`src/rtl/dp_pkg.sv`:
```
package dp_pkg;
  localparam int NUM_GP  = 4;
  localparam int NUM_SRC = NUM_GP + 2;
  localparam int NUM_LD  = NUM_GP + 2;
  // drive-enable bit positions
  localparam int SRC_G   = NUM_GP;
  localparam int SRC_EXT = NUM_GP + 1;
  // load-enable bit positions
  localparam int LD_A    = NUM_GP;
  localparam int LD_G    = NUM_GP + 1;
endpackage

```
`src/rtl/dp_reg.sv`:
```
module dp_reg #(
  parameter int W = 8
) (
  input  logic         clk,
  input  logic         rst,
  input  logic         ld,
  input  logic [W-1:0] d,
  output logic [W-1:0] q
);
  always_ff @(posedge clk) begin
    if (rst)     q <= '0;
    else if (ld) q <= d;
  end
endmodule

```
`src/rtl/dp_bus_mux.sv`:
```
module dp_bus_mux #(
  parameter int W = 8,
  parameter int N = 6
) (
  input  logic [N-1:0]        sel,
  input  logic [N-1:0][W-1:0] src,
  output logic [W-1:0]        y
);
  // AND-OR selector: all zero when nothing is selected
  always_comb begin
    y = '0;
    for (int i = 0; i < N; i++)
      y = y | (src[i] & {W{sel[i]}});
  end
endmodule

```
`src/rtl/dp_addsub.sv`:
```
module dp_addsub #(
  parameter int W = 8
) (
  input  logic [W-1:0] opa,
  input  logic [W-1:0] opb,
  input  logic         sub,
  output logic [W-1:0] res
);
  logic [W-1:0] opb_x;
  always_comb begin
    opb_x = opb ^ {W{sub}};
    res   = opa + opb_x + {{(W-1){1'b0}}, sub};
  end
endmodule

```
`src/rtl/bus_datapath.sv`:
```
module bus_datapath
  import dp_pkg::*;
#(
  parameter int W = 8
) (
  input  logic                clk,
  input  logic                rst,
  input  logic [NUM_SRC-1:0]  drv_en,
  input  logic [NUM_LD-1:0]   load_en,
  input  logic                sub_mode,
  input  logic [W-1:0]        ext_data,
  output logic [W-1:0]        bus_out,
  output logic [NUM_GP*W-1:0] gp_q,
  output logic [W-1:0]        a_q,
  output logic [W-1:0]        g_q
);
  localparam int NUM_STORE = NUM_LD;

  logic [NUM_STORE-1:0][W-1:0] store_q;
  logic [NUM_STORE-1:0][W-1:0] store_d;
  logic [NUM_SRC-1:0][W-1:0]   bus_src;
  logic [W-1:0]                alu_res;

  for (genvar i = 0; i < NUM_STORE; i++) begin : g_store
    if (i == LD_G) begin : g_res
      assign store_d[i] = alu_res;
    end else begin : g_bus
      assign store_d[i] = bus_out;
    end
    dp_reg #(.W(W)) u_reg (
      .clk(clk), .rst(rst), .ld(load_en[i]), .d(store_d[i]), .q(store_q[i])
    );
  end

  for (genvar i = 0; i < NUM_GP; i++) begin : g_src
    assign bus_src[i]        = store_q[i];
    assign gp_q[i*W +: W]    = store_q[i];
  end
  assign bus_src[SRC_G]   = store_q[LD_G];
  assign bus_src[SRC_EXT] = ext_data;

  dp_bus_mux #(.W(W), .N(NUM_SRC)) u_bus (
    .sel(drv_en), .src(bus_src), .y(bus_out)
  );

  dp_addsub #(.W(W)) u_alu (
    .opa(store_q[LD_A]), .opb(bus_out), .sub(sub_mode), .res(alu_res)
  );

  assign a_q = store_q[LD_A];
  assign g_q = store_q[LD_G];
endmodule

```
`config.mk`:
```
export PLATFORM = sky130hd
export DESIGN_NAME = bus_datapath
export DESIGN_NICKNAME = d
export VERILOG_FILES = /design/src/rtl/dp_pkg.sv /design/src/rtl/dp_reg.sv /design/src/rtl/dp_bus_mux.sv /design/src/rtl/dp_addsub.sv /design/src/rtl/bus_datapath.sv
export SDC_FILE = /design/constraint.sdc
export NUM_CORES = 1
export LEC_CHECK = 0
export BUFFER_PORTS_ARGS = -buffer_cell sky130_fd_sc_hd__buf_2
export CORE_MARGIN = 8
export CORE_UTILIZATION = 44
export DETAILED_ROUTE_END_ITERATION = 8
export GPL_TIMING_DRIVEN = 0
export PLACE_DENSITY = 0.71
export SYNTH_ARGS = -nofsm -noshare
export SYNTH_HDL_FRONTEND = slang
export SYNTH_SLANG_ARGS = --single-unit
```
`constraint.sdc`:
```
create_clock -name clk -period 7.7 [get_ports clk]
set_input_delay 1.54 -clock clk [delete_from_list [all_inputs] [get_ports clk]]
set_output_delay 1.54 -clock clk [all_outputs]
set_load 0.02 [all_outputs]
```
==> metrics.md, run 1 <==
| Metric | Value |
|---|---|
| Final Critical Period | `4.909 ns` |
| CTS tree | `yes` |
| Vias | `2257` |
| Setup Skew | `0.008229 ns` |
| Post-synth EDFFs | `0` |
| Clock latency on the worst-skew pair | `0.30 ns` |
| Hpwl dp | `5704 um` |
| Clock tree buffer depth | `2` |
| Antenna cells | `0` |
| H-tree depth | `2` |
| Status | `complete, no violations` |
| Worst Setup Slack, final | `2.791 ns` |
| Ports | `79` |
| Ys async rst share | `0` |
| Final Hold Fails | `0` |
| Die X | `88.94 um` |
| Power Density | `260.8 mW/mm^2` |
| CP Buf/Inv Count | `3` |
| Average size of a mapped cell | `8.768 um^2` |
| Register area share after synthesis | `0.4105` |
| Crit path from | `drv_en[5]` |
| CP top delay family | `compound AO/OA/AOI/OAI gates` |
| Nets@finish | `370` |
| Number of synthesized register bits | `48` |
| TritonCTS Sinks | `48` |
| Hold wc startpoint | `g_store[1].u_reg.q[5]$_SDFFE_PP0P_` |
| Cell Area, Synth | `0.002341 mm^2` |
| Synth unique cells | `42` |
| Flop2flop setup slack | `4.25 ns` |
| Die H | `88.94 um` |
| Worst Hold Class | `flop to flop` |
| Post-route cell area | `0.002880 mm^2` |
| Final core area utilization | `0.5639` |
| Max-cap viol count | `0` |
| Crit Path Max Fanout | `8` |
| Drt wl/cell | `18.25 um` |
| Initial Utilization | `0.4584` |
| Largest net degree at the start of global routing | `16` |
| Post-Place Worst Slack | `2.794 ns` |
| Clk slew on worst S/H paths | `0.09 ns` |
| Commonest non-fill, non-tap cell in the layout | `buf_2` |
| I/O Buffers | `65` |
| CTS Root Cell | `clkbuf_8` |
| Synth area leaders | `dfxtp_1 (41%), a211oi_1 (13%), nor2_1 (7.1%), a22oi_1 (4.8%), ha_1 (3.2%)` |
| TritonRoute pass-1 iters | `4` |
| Die area | `0.007910 mm^2` |
| Arrival time at the worst endpoint | `3.37 ns` |
| RSZ-0062 raised after global routing | `false` |
| Non-filler instance count after layout | `411` |
| Critical-path cell list | `buf_4, a22oi_1, nand2_1, a221oi_1, inv_1, buf_2` |
| Actual slew at the worst max-slew pin | `1.393 ns` |
| Final wirelength | `7499 um` |
| Top Registers | `g_store.u_reg.q: 48 flops` |
| Initial antenna violation count | `0` |
| Post-CTS Setup Bufs | `0` |
| Max_slew headroom | `0.07127` |
| Critical Path Max Stage Delay | `1.08 ns` |
| CP startpoint kind | `input pin` |
| Syn Nets | `297` |
| Antenna violation net count after detailed routing | `0` |
| Setup-failing EPs final | `0` |
| Predominant post-synthesis flop cell | `dfxtp_1` |
| Total GRT Usage | `0.1880` |
| Layout cell share with drive strength beyond 1 | `0.2551` |
| # resized after CTS | `0` |
| CP Data Required Time | `6.16 ns` |
| Synthesis-to-layout area growth | `23.04%` |
| Post-place instance area | `0.002759 mm^2` |
| R2R Path Start | `g_store[3].u_reg.q[2]$_SDFFE_PP0P_` |
| Worst Setup Path Type | `input pin to output pin` |
| Worst vdd rail ir drop | `106.5 uV` |
| Vias/cell | `5.491` |
| Num CTS Buffers | `5` |
| Crit end category | `output pin` |
| Most frequent cells in the layout | `buf_2 (66), dfxtp_1 (48), nor2_1 (44)` |
| Pleak | `1.270 nW` |
| GRT overflow | `0` |
| YS warnings | `0` |
| Final Max Slew Viols | `0` |
| Placed cell count | `403` |
| Fmax | `203.7 MHz` |
| Core Box Area | `0.005107 mm^2` |
| Fin crit share | `0.6376` |
| Area leader, netlist | `dfxtp_1` |
| Slowest stage cell on the critical path | `a221oi_1` |
| Initial DRC Count | `165` |
| # DRC | `0` |
| Largest reg by FF count | `g_store.u_reg.q` |
| Power Total | `0.7511 mW` |
| Fin Hold WS | `0.5024 ns` |
| Final RePlAce weighted congestion | `0.8969` |
| Row cnt | `26` |
| Post-Syn Instances | `267` |
| Max FFs per register | `48` |
| First-pass GRT wire length | `11320 um` |
| Yosys top cell area share | `0.4105` |
| Vias in the first global route | `2156` |
| CTS hold repair buffers | `0` |
| Fin Setup TNS | `0 ns` |
report_power, final:
group          total [mW]  internal, mW  switching [mW]
registers           0.303         0.277          0.0259
clock network       0.194         0.106          0.0875
logic               0.254        0.0925           0.162
final timing paths:
path                                                      endpoint  cells after the start
worst max register to register  g_store[5].u_reg.q[7]$_SDFFE_PP0P_                     11
worst min register to register  g_store[1].u_reg.q[5]$_SDFFE_PP0P_                      2
worst min-delay path            g_store[1].u_reg.q[5]$_SDFFE_PP0P_                      2
worst max-delay path                                    bus_out[6]                      6
synth_stat cells (2+ instances only):
master,instances
and3_1,2
o31ai_1,2
inv_1,12
mux2i_1,2
nor2_1,44
nand4_1,2
o21ai_0,2
a22oi_1,15
o211ai_1,3
dfxtp_1,48
nand2_1,12
buf_4,6
o21a_1,2
nor3_1,2
a31oi_1,2
ha_1,6
xor2_1,2
nor4_1,2
nor2b_1,3
buf_6,2
nand3_1,3
clkbuf_1,17
a21oi_1,4
a221oi_1,6
a211oi_1,41
a22o_4,2
xnor2_1,8
cells by family after synthesis:
kind of cell | count (synthesis) | share of synthesized area
AOI/OAI and AO/OA | 84 | 0.2758
xor gates and xnor gates | 10 | 0.03742
DFF | 48 | 0.4105
adders and majority gates | 7 | 0.04062
and+or+nand+nor | 77 | 0.1481
muxes | 2 | 0.008552
buffers and inverters | 39 | 0.07909
routing by layer:
layer	track usage	part of all wire	up-vias
met5	0	0	-
met4	0.06798	0.011	0
met3	0.03860	0.074	7
met2	0.3066	0.48	77
met1	0.2385	0.43	1057
li1	-	-	1116
worst min-delay path: stages (launching register included):
cell and delay, ns:
dfxtp_1 0.33, nor2_1 0.08, a211oi_1 0.05
layout make-up:
type / count / area (um^2)
timing repair buffer: 66 / 330.3
inverter: 13 / 48.80
fill: 518 / 2227
tap: 70 / 87.58
sequential: 48 / 960.9
multi-input combinational: 180 / 1195
clock inverter: 2 / 38.79
clock buffer: 6 / 82.58
buffer: 26 / 136.4
Note: power is estimated with default switching activity, not from simulation.
==> run 2: changes to the inputs <==
--- a/config.mk
+++ b/config.mk
@@ -10,7 +10,7 @@
 export CORE_UTILIZATION = 44
 export DETAILED_ROUTE_END_ITERATION = 8
 export GPL_TIMING_DRIVEN = 0
-export PLACE_DENSITY = 0.71
+export PLACE_DENSITY = 0.74
 export SYNTH_ARGS = -nofsm -noshare
 export SYNTH_HDL_FRONTEND = slang
 export SYNTH_SLANG_ARGS = --single-unit
==> constraint.sdc (replaced) <==
create_clock -name clk -period 4.15 [get_ports clk]
set_input_delay 0.83 -clock clk [delete_from_list [all_inputs] [get_ports clk]]
set_output_delay 0.83 -clock clk [all_outputs]
set_load 0.02 [all_outputs]
==> metrics.md, run 2 (synthesized netlist as in run 1, its figures left out) <==
| Metric | Value |
|---|---|
| Status | `complete, no violations` |
| # DRC | `0 (unchanged)` |
| Worst Hold Class | `flop to flop` |
| Critical Path Sink | `g_store[5].u_reg.q[7]$_SDFFE_PP0P_` |
| Initial DRC Count | `179 (+8.5%)` |
| Clock latency on the worst-skew pair | `0.30 ns (about the same)` |
| I/O Buffers | `65 (unchanged)` |
| TritonRoute pass-1 iters | `4 (unchanged)` |
| Initial antenna violation count | `0 (unchanged)` |
| Power Total | `1.330 mW (+77%)` |
| CTS Root Cell | `clkbuf_8` |
| Fmax | `265.6 MHz` |
| R2R Path Start | `g_store[3].u_reg.q[2]$_SDFFE_PP0P_` |
| Die area | `0.007910 mm^2 (unchanged)` |
| Setup-failing EPs final | `0 (unchanged)` |
| Max_slew headroom | `0.01177 (-0.05950)` |
| Int Pwr | `0.8207 mW (+72%)` |
| Post-place instance area | `0.002759 mm^2 (unchanged)` |
| Final Max Slew Viols | `0 (unchanged)` |
| Clock tree buffer depth | `2 (unchanged)` |
| Antenna violation net count after detailed routing | `0 (unchanged)` |
| CTS hold repair buffers | `0 (unchanged)` |
| Layout cell share with drive strength beyond 1 | `0.2551 (unchanged)` |
| Sw Pwr | `0.5094 mW (+85%)` |
| Actual slew at the worst max-slew pin | `1.482 ns (+0.08925 ns)` |
| Vias | `2316 (+2.6%)` |
| Fin Hold WS | `0.5047 ns (+0.002265 ns)` |
| Fin crit share | `0.9073` |
| CTS tree | `yes` |
| Crit path from | `drv_en[0]` |
| Filler cells | `497 (-4.1%)` |
| GRT overflow | `0 (unchanged)` |
| Crit end category | `flop` |
| CP Data Required Time | `4.34 ns (-1.82 ns)` |
| Die H | `88.94 um (unchanged)` |
| Largest net degree at the start of global routing | `16 (unchanged)` |
| Initial Utilization | `0.4584 (unchanged)` |
| Max FFs per register | `48 (unchanged)` |
| Clock power share | `0.224 (-0.034)` |
| Core Box Area | `0.005107 mm^2 (unchanged)` |
| Crit Path Max Fanout | `8 (unchanged)` |
| Max-cap viol count | `0 (unchanged)` |
| Worst Setup Slack, final | `0.3846 ns (-2.406 ns)` |
| Setup Skew | `0.009748 ns (+0.001519 ns)` |
| Ports | `79 (unchanged)` |
| Drt wl/cell | `18.21 um (-0.21%)` |
| Commonest non-fill, non-tap cell in the layout | `buf_2` |
| Vias in the first global route | `2206 (+2.3%)` |
| Flop2flop setup slack | `0.73 ns (-3.52 ns)` |
| H-tree depth | `2 (unchanged)` |
| Power Density | `465.6 mW/mm^2 (+79%)` |
| CP startpoint kind | `input pin` |
| Worst vdd rail ir drop | `198.3 uV (+86%)` |
| Num CTS Buffers | `5 (unchanged)` |
| TritonCTS Sinks | `48 (unchanged)` |
| RSZ-0062 raised after global routing | `false` |
| Synthesis-to-layout area growth | `22.02%` |
| Pleak | `1.252 nW (-1.4%)` |
| Post-CTS Setup Bufs | `0 (unchanged)` |
| Antenna cells | `0 (unchanged)` |
| Arrival time at the worst endpoint | `3.95 ns (+0.58 ns)` |
| Most frequent cells in the layout | `buf_2 (66), dfxtp_1 (48), nor2_1 (44)` |
| Final Critical Period | `3.765 ns` |
| Row cnt | `26 (unchanged)` |
| Die X | `88.94 um (unchanged)` |
| Fin Setup TNS | `0 ns (unchanged)` |
| Clk slew on worst S/H paths | `0.08 ns (about the same)` |
| Hpwl dp | `5705 um (about the same)` |
| Top Registers | `g_store.u_reg.q: 48 flops` |
| Sw Share | `0.3830 (+0.01679)` |
| Reg-to-Reg End | `g_store[5].u_reg.q[7]$_SDFFE_PP0P_` |
| # resized after CTS | `0 (unchanged)` |
| Final RePlAce weighted congestion | `0.8555 (-4.6%)` |
| Nets@finish | `370 (unchanged)` |
| Post-route cell area | `0.002856 mm^2 (-0.83%)` |
| Final Hold Fails | `0 (unchanged)` |
| Worst Setup Path Type | `input pin to flop` |
| Comb pwr share | `0.353 (+0.015)` |
| Largest reg by FF count | `g_store.u_reg.q` |
| Total GRT Usage | `0.1866 (-0.001447)` |
| Count of cells along the worst register-to-register path | `11 (unchanged)` |
| Post-Place Worst Slack | `0.04491 ns (-2.749 ns)` |
| Vias/cell | `5.635 (+2.6%)` |
| First-pass GRT wire length | `11350 um (+0.25%)` |
| Final wirelength | `7483 um (-0.21%)` |
| Sequential Power Share | `0.423 (+0.019)` |
-- run 2: how the worst min path moves through the flow --
| stage | start | to | slack, ns | cells past startpoint |
|---|---|---|---|---|
| 4_1_cts | g_store[2].u_reg.q[5]$_SDFFE_PP0P_ | g_store[2].u_reg.q[5]$_SDFFE_PP0P_ | 0.51 | 2 |
| 3_3_place_gp | g_store[2].u_reg.q[5]$_SDFFE_PP0P_ | g_store[2].u_reg.q[5]$_SDFFE_PP0P_ | 0.49 | 2 |
| 2_1_floorplan | g_store[5].u_reg.q[1]$_SDFFE_PP0P_ | g_store[5].u_reg.q[1]$_SDFFE_PP0P_ | 0.56 | 2 |
| 3_5_place_dp | g_store[2].u_reg.q[5]$_SDFFE_PP0P_ | g_store[2].u_reg.q[5]$_SDFFE_PP0P_ | 0.49 | 2 |
| 6_report | g_store[2].u_reg.q[5]$_SDFFE_PP0P_ | g_store[2].u_reg.q[5]$_SDFFE_PP0P_ | 0.50 | 2 |
| 5_1_grt | g_store[0].u_reg.q[1]$_SDFFE_PP0P_ | g_store[0].u_reg.q[1]$_SDFFE_PP0P_ | 0.53 | 2 |
-- run 2: final cells by class --
type,count,area (um^2),share of cell area
Tap cell,70,87.58,0.03066
Sequential cell,48,960.9,0.3364
Timing Repair Buffer,66,330.3,0.1156
Clock buffer,6,82.58,0.02891
Inverter,13,48.80,0.01708
Clock inverter,2,15.01,0.005256
Multi-Input combinational cell,180,1195,0.4183
Buffer,26,136.4,0.04774
-- run 2: layer usage --
layer  track usage  share of wire
met1        0.2370           0.42
met2        0.3005           0.48
met3       0.04044          0.082
met4       0.07100          0.020
met5             0              0
-- run 2: stage by stage --
stage               instances    util
floorplan                 267       -
global placement          402  0.5392
detailed placement        403  0.5402
CTS                       411  0.5593
global route              411  0.5593
finish                    411  0.5593
-- run 2: power by group through the flow --
stage | Combinational (mW) | Clock, mW | Sequential (mW)
2_1_floorplan | 0.258 | 0 | 0.627
3_3_place_gp | 0.459 | 0 | 0.571
3_5_place_dp | 0.470 | 0 | 0.572
4_1_cts | 0.472 | 0.300 | 0.561
5_1_grt | 0.511 | 0.321 | 0.568
6_report | 0.469 | 0.298 | 0.562
-- run 2: worst max-delay path, cell delays in order --
cell and delay (ns):
buf_4 0.14, a22oi_1 0.18, nand2_1 0.07, a221oi_1 1.00, xnor2_1 0.16, ha_1 0.40, nand3_1 0.09, nor4_1 0.15
and3b_1 0.21, clkbuf_2 0.14, o211a_1 0.22, or3_1 0.35
